File: src/rtl/iso_link_pkg.sv
package iso_link_pkg;

    typedef enum logic [1:0] {
        TX_WAIT,
        TX_MARK1,
        TX_MARK2,
        TX_SPACE
    } tx_state_e;

    typedef enum logic [1:0] {
        RX_IDLE,
        RX_ONE,
        RX_TWO,
        RX_LONG
    } rx_state_e;

endpackage

File: src/rtl/iso_pulse_filter.sv
module iso_pulse_filter #(
    parameter int MIN_WIDTH_CYC = 200
) (
    input  logic clk,
    input  logic rst_n,
    input  logic din,
    output logic lvl
);
    localparam int CW = $clog2(MIN_WIDTH_CYC + 1);

    logic [1:0]    sync_q;
    logic [CW-1:0] run_q;
    logic          lvl_q;
    logic          smp;

    assign smp = sync_q[1];
    assign lvl = lvl_q;

    always_ff @(posedge clk or negedge rst_n) begin
        if (!rst_n) begin
            sync_q <= 2'b11;
            run_q  <= '0;
            lvl_q  <= 1'b1;
        end else begin
            sync_q <= {sync_q[0], din};
            if (smp == lvl_q) begin
                run_q <= '0;
            end else if (run_q == CW'(MIN_WIDTH_CYC - 1)) begin
                lvl_q <= smp;
                run_q <= '0;
            end else begin
                run_q <= run_q + 1'b1;
            end
        end
    end


    filt_min_run_chk: assert property (@(posedge clk) disable iff (!rst_n)
        (lvl_q != $past(lvl_q)) |-> ($past(run_q) == CW'(MIN_WIDTH_CYC - 1)));

endmodule

File: src/rtl/iso_tx_encoder.sv
module iso_tx_encoder
    import iso_link_pkg::*;
#(
    parameter int REFRESH_CYC = 750
) (
    input  logic clk,
    input  logic rst_n,
    input  logic pwr,
    input  logic lvl,
    output logic link
);
    localparam int RW = $clog2(REFRESH_CYC + 1);

    tx_state_e     state_q, state_d;
    logic          sent_q;
    logic [RW-1:0] refr_q;
    logic          start;

    assign start = pwr && ((lvl != sent_q) || (refr_q == RW'(REFRESH_CYC - 1)));

    always_ff @(posedge clk or negedge rst_n) begin
        if (!rst_n) begin
            state_q <= TX_WAIT;
            sent_q  <= 1'b0;
            refr_q  <= '0;
        end else begin
            state_q <= state_d;
            if (state_q == TX_WAIT && start) sent_q <= lvl;
            if (state_q != TX_WAIT || !pwr || start) refr_q <= '0;
            else                                     refr_q <= refr_q + 1'b1;
        end
    end

    always_comb begin
        state_d = state_q;
        link    = 1'b0;
        unique case (state_q)
            TX_WAIT:  if (start) state_d = TX_MARK1;
            TX_MARK1: begin
                link    = 1'b1;
                state_d = sent_q ? TX_SPACE : TX_MARK2;
            end
            TX_MARK2: begin
                link    = 1'b1;
                state_d = TX_SPACE;
            end
            TX_SPACE: state_d = TX_WAIT;
            default:  state_d = TX_WAIT;
        endcase
    end


    tx_pulse_len_chk: assert property (@(posedge clk) disable iff (!rst_n)
        (link && $past(link)) |=> !link);


    tx_refresh_bound_chk: assert property (@(posedge clk) disable iff (!rst_n)
        (state_q == TX_WAIT && pwr) |-> (refr_q < RW'(REFRESH_CYC)));

endmodule

File: src/rtl/iso_rx_decoder.sv
module iso_rx_decoder
    import iso_link_pkg::*;
#(
    parameter int FAILSAFE_CYC = 3000
) (
    input  logic clk,
    input  logic rst_n,
    input  logic link,
    output logic level
);
    localparam int WW = $clog2(FAILSAFE_CYC + 1);

    rx_state_e     state_q, state_d;
    logic          code_ok, code_hi;
    logic [WW-1:0] wd_q;
    logic          data_q;
    logic          expired;

    assign expired = (wd_q == WW'(FAILSAFE_CYC - 1));
    assign level   = data_q;

    always_ff @(posedge clk or negedge rst_n) begin
        if (!rst_n) state_q <= RX_IDLE;
        else        state_q <= state_d;
    end

    always_comb begin
        state_d = state_q;
        code_ok = 1'b0;
        code_hi = 1'b0;
        unique case (state_q)
            RX_IDLE: if (link) state_d = RX_ONE;
            RX_ONE:  if (link) state_d = RX_TWO;
                     else begin code_ok = 1'b1; code_hi = 1'b1; state_d = RX_IDLE; end
            RX_TWO:  if (link) state_d = RX_LONG;
                     else begin code_ok = 1'b1; state_d = RX_IDLE; end
            RX_LONG: if (!link) state_d = RX_IDLE;
            default: state_d = RX_IDLE;
        endcase
    end

    always_ff @(posedge clk or negedge rst_n) begin
        if (!rst_n) begin
            data_q <= 1'b1;
            wd_q   <= '0;
        end else if (code_ok) begin
            data_q <= code_hi;
            wd_q   <= '0;
        end else if (expired) begin
            data_q <= 1'b1;
        end else begin
            wd_q   <= wd_q + 1'b1;
        end
    end


    rx_code_load_chk: assert property (@(posedge clk) disable iff (!rst_n)
        code_ok |=> (data_q == $past(code_hi)));


    rx_update_src_chk: assert property (@(posedge clk) disable iff (!rst_n)
        (data_q != $past(data_q)) |-> ($past(code_ok) || $past(expired)));


    rx_failsafe_chk: assert property (@(posedge clk) disable iff (!rst_n)
        (!code_ok && expired) |=> data_q);

endmodule

File: src/rtl/iso_lane.sv
module iso_lane #(
    parameter int MIN_WIDTH_CYC = 200,
    parameter int REFRESH_CYC   = 750,
    parameter int FAILSAFE_CYC  = 3000
) (
    input  logic clk,
    input  logic rst_n,
    input  logic src_pwr,
    input  logic din,
    input  logic en,
    output logic dout,
    output logic doe
);
    logic lvl;
    logic link;

    iso_pulse_filter #(.MIN_WIDTH_CYC(MIN_WIDTH_CYC)) u_filt (
        .clk(clk), .rst_n(rst_n), .din(din), .lvl(lvl)
    );

    iso_tx_encoder #(.REFRESH_CYC(REFRESH_CYC)) u_tx (
        .clk(clk), .rst_n(rst_n), .pwr(src_pwr), .lvl(lvl), .link(link)
    );

    iso_rx_decoder #(.FAILSAFE_CYC(FAILSAFE_CYC)) u_rx (
        .clk(clk), .rst_n(rst_n), .link(link), .level(dout)
    );

    assign doe = en;

endmodule

File: src/rtl/iso_quad_link.sv
module iso_quad_link #(
    parameter int NUM_FWD       = 3,
    parameter int NUM_REV       = 1,
    parameter int MIN_WIDTH_CYC = 200,
    parameter int FAILSAFE_CYC  = 3000,
    parameter int REFRESH_CYC   = FAILSAFE_CYC / 4
) (
    input  logic               clk,
    input  logic               rst_n,
    input  logic               pwr_a,
    input  logic               pwr_b,
    input  logic               en_a,
    input  logic               en_b,
    input  logic [NUM_FWD-1:0] fwd_in,
    input  logic [NUM_REV-1:0] rev_in,
    output logic [NUM_FWD-1:0] fwd_out,
    output logic [NUM_FWD-1:0] fwd_oe,
    output logic [NUM_REV-1:0] rev_out,
    output logic [NUM_REV-1:0] rev_oe
);

    for (genvar g = 0; g < NUM_FWD; g++) begin : g_fwd
        iso_lane #(
            .MIN_WIDTH_CYC(MIN_WIDTH_CYC),
            .REFRESH_CYC(REFRESH_CYC),
            .FAILSAFE_CYC(FAILSAFE_CYC)
        ) u_lane (
            .clk(clk), .rst_n(rst_n), .src_pwr(pwr_a), .din(fwd_in[g]),
            .en(en_b), .dout(fwd_out[g]), .doe(fwd_oe[g])
        );
    end

    for (genvar g = 0; g < NUM_REV; g++) begin : g_rev
        iso_lane #(
            .MIN_WIDTH_CYC(MIN_WIDTH_CYC),
            .REFRESH_CYC(REFRESH_CYC),
            .FAILSAFE_CYC(FAILSAFE_CYC)
        ) u_lane (
            .clk(clk), .rst_n(rst_n), .src_pwr(pwr_b), .din(rev_in[g]),
            .en(en_a), .dout(rev_out[g]), .doe(rev_oe[g])
        );
    end

endmodule

File: config.mk
export PLATFORM = sky130hd
export DESIGN_NAME = iso_quad_link
export DESIGN_NICKNAME = d
export VERILOG_FILES = /design/src/rtl/iso_link_pkg.sv /design/src/rtl/iso_pulse_filter.sv /design/src/rtl/iso_tx_encoder.sv /design/src/rtl/iso_rx_decoder.sv /design/src/rtl/iso_lane.sv /design/src/rtl/iso_quad_link.sv
export SDC_FILE = /design/constraint.sdc
export NUM_CORES = 1
export LEC_CHECK = 0
export ABC_AREA = 1
export BUFFER_PORTS_ARGS = -buffer_cell sky130_fd_sc_hd__buf_2
export CAP_MARGIN = 20
export CORE_MARGIN = 1
export CORE_UTILIZATION = 55
export CTS_BUF_LIST = sky130_fd_sc_hd__clkbuf_8 sky130_fd_sc_hd__clkbuf_16
export DETAILED_ROUTE_END_ITERATION = 12
export PLACE_DENSITY = 0.71
export SYNTH_ARGS = -nofsm -noshare
export SYNTH_HDL_FRONTEND = slang
export SYNTH_HIERARCHICAL = 1
export SYNTH_SLANG_ARGS = --single-unit
File: constraint.sdc
create_clock -name clk -period 3.6 [get_ports clk]
set_input_delay 0.36 -clock clk [delete_from_list [all_inputs] [get_ports clk]]
set_output_delay 0.36 -clock clk [all_outputs]
set_load 0.02 [all_outputs]
==> flow_summary_export.csv <==
group,metric,value,unit
clock_tree,ctsHoldBuffers,0,
synth,synth_edf_count,0,
sta,fmax,590,MHz
worst_setup_path,cp-startpoint,"g_fwd[2].u_lane/u_tx/state_q[0]",
worst_setup_path,path_class,"register to register",
routing,viasPerCell,4.97,
die,start_util,57.0,%
clock_tree,cts_tree,"yes",
synth,synth_area,8760,um2
synth,synth.yosys.seq_area_share,44.8,%
die,dieHeight,128,um
sta,hold_violations,0,
routing,drt-total-wl,15100,um
placement,numPortBuffers,11,
clock_tree,cts.path.max_buffers,2,
clock_tree,cts_setup_buffers,0,
sta,fin_crit,1700,ps
final_layout,fin_nets,1135,
global_routing,grt_pass1_wl,27000,um
global_routing,grt_pass1_vias,6164,
final_layout,diodes,0,
sta,whs,23.7,ps
global_routing,grt_overflow,0,
worst_setup_path,setup.worst_path.end,"g_fwd[2].u_lane/u_rx/wd_q[1]",
worst_setup_path,crit_fanout,11,
routing,antenna_left,0,
synth,synth_cell_types,30,
final_layout,fillCellCount,1303,
power,power_leakage,4.47,nW
sta,tightestPinTransition,821,ps
sta,finClkSkew,12.7,ps
die,dieArea,16400,um2
die,core-area,15400,um2
synth,syn_area_per_cell,8.33,um2
final_layout,fin_util,63.1,%
clock_tree,htree_levels,4,
power,power.density,394,nW/um2
clock_tree,cts.sinks,156,
worst_setup_path,worstPathArrival,2060,ps
routing,drt_iter0_drc,286,
final_layout,drive_gt1_share,16.1,%
synth,synth_ff_type,"dfrtp_1",
synth,yosysWarnings,6,
power,ir_drop,368,uV
sta,rsz0062_at_grt,"no",
worst_setup_path,start_kind,"register",
run,maxCapViolations,0,
sta,slew_headroom,45.3,%
clock_tree,numCtsBuffers,17,
clock_tree,clk_root_buffer_cell,"clkbuf_16",
die,dieWidth,128,um
global_routing,track_usage,20.5,%
placement,place.gp.congestion,0.820,
global_routing,grt_max_degree,95,
global_routing,antenna_found_initial,0,
die,core.rowCount,45,
routing,drt-pass1-iter-count,5,
worst_setup_path,r2r_setup_slack,1900,ps
final_layout,syn_to_final_growth,10.7,%
synth,synth_cells,1052,
clock_tree,worstSkewPairLatency,420,ps
sta,slew_violations,0,
status,status,"complete, no violations",
synth,ys_ff_latch,156,
clock_tree,clk_pin_slew,60,ps
sta,setup_tns,0,ps
sta,finalSetupViolations,0,
routing,wl_per_cell,11.6,um
die,io_pins,18,
worst_setup_path,rr_worst_depth,8,
synth,ys_async_sr_fraction,100,%
sta,timing.final.ws_setup,1900,ps
worst_setup_path,required,3960,ps
worst_setup_path,cp-end-kind,"register",
power,finalPower,3.82,mW
final_layout,final_cell_mix,"nand2_1, nor2_1, dfrtp_1",
min_path,hold_class,"input pin to async pin",
placement,dpl.hpwl,10700,um
final_layout,layout_commonest_cell,"nand2_1",
clock_tree,cts_resized,0,
sta,fin_crit_sh,47.1,%
worst_setup_path,timing.rr.start,"g_fwd[2].u_lane/u_tx/state_q[0]",
synth,synth_nets,1110,
routing,drc,0,
routing,vias,6463,
placement,dp_slack,1920,ps
worst_setup_path,worstReg2RegEnd,"g_fwd[2].u_lane/u_rx/wd_q[1]",
[critical path, cell delays in order (launching register included)]
cell	delay, ps
dfrtp_1	380
inv_1	90
ha_1	360
inv_1	70
nand2_1	300
inv_1	180
nor2_2	150
nand2_1	50
nand2_1	50
[through the flow]
| stage | instances | instance area (um2) |
|---|---|---|
| 3_3_place_gp | 1269 | 9060 |
| 6_report | 1301 | 9700 |
| 2_1_floorplan | 1052 | 8760 |
| 3_5_place_dp | 1269 | 9060 |
| 5_1_grt | 1301 | 9700 |
| 4_1_cts | 1301 | 9700 |
[registers in the layout (all words and copies together) (netlist names), 2 cells and up]
| signal | cells |
|---|---|
| g_fwd.u_lane/u_rx/wd_q | 36 |
| g_fwd.u_lane/u_tx/refr_q | 30 |
| g_fwd.u_lane/u_filt/run_q | 24 |
| g_rev.u_lane/u_rx/wd_q | 12 |
| g_rev.u_lane/u_tx/refr_q | 10 |
| g_rev.u_lane/u_filt/run_q | 8 |
| g_fwd.u_lane/u_filt/sync_q | 6 |
| g_fwd.u_lane/u_rx/state_q | 6 |
| g_fwd.u_lane/u_tx/state_q | 6 |
| g_fwd.u_lane/u_filt/lvl | 3 |
| g_fwd.u_lane/u_rx/level | 3 |
| g_fwd.u_lane/u_tx/sent_q | 3 |
| g_rev.u_lane/u_filt/sync_q | 2 |
| g_rev.u_lane/u_rx/state_q | 2 |
| g_rev.u_lane/u_tx/state_q | 2 |
[per-layer routing]
layer | track usage, % | vias to the layer above | routed length [um]
met5 | 0 | - | 0
met4 | 6.02 | 0 | 158
met3 | 5.13 | 12 | 509
met2 | 33.8 | 84 | 7110
met1 | 26.5 | 2990 | 7320
li1 | - | 3377 | -
[cells by family (layout without fill, tap and decap cells)]
kind of cell               after synthesis  count (layout)  share of synthesized area [%]
and+or+nand+nor                        568             568                           31.0
buffers and inverters                  144             182                           6.40
xor gates and xnor gates                52              52                           5.54
DFF                                    156             156                           44.8
adders and majority gates               48              48                           6.85
AOI/OAI and AO/OA                       84              84                           5.38
[power breakdown]
group | switching [mW] | internal (mW) | leakage, nW | total (mW)
Clock | 0.717 | 1.17 | 0.306 | 1.89
Combinational | 0.0833 | 0.0382 | 2.11 | 0.121
Sequential | 0.0294 | 1.78 | 2.04 | 1.81
Total | 0.830 | 2.99 | 4.47 | 3.82
[final cells by class]
type,count,area [um2],area share [%]
multi-input cells,752,4280,44.1
flip-flops and latches,156,3920,40.5
inverters,136,510,5.26
clock buffers,21,480,4.95
well taps,211,264,2.72
clock inverters,11,158,1.63
repair buffers,14,83.8,0.864
[worst min path at each step]
stage                                             to  slack (ps)
floorplan            g_fwd[0].u_lane/u_filt/run_q[0]          60
global placement    g_fwd[0].u_lane/u_filt/sync_q[1]         350
detailed placement  g_rev[0].u_lane/u_filt/sync_q[1]         350
CTS                 g_rev[0].u_lane/u_filt/sync_q[0]           5
global route        g_rev[0].u_lane/u_filt/sync_q[0]           5
finish                g_fwd[0].u_lane/u_tx/refr_q[2]          20
[cell usage after synthesis (17+ instances only)]
library cell	instances	area share (%)
xor2_1	24	2.4
nand2_2	35	2.5
nor2_1	173	7.4
dfrtp_1	140	40
o21ai_1	17	0.97
a21oi_1	36	2.1
nand2_1	198	8.5
nand3_1	72	4.1
inv_1	128	5.5
xnor2_1	24	2.4
nor2_2	18	1.3
nand4_1	24	1.7
ha_1	48	6.9
(Power assumes the default switching activity.)
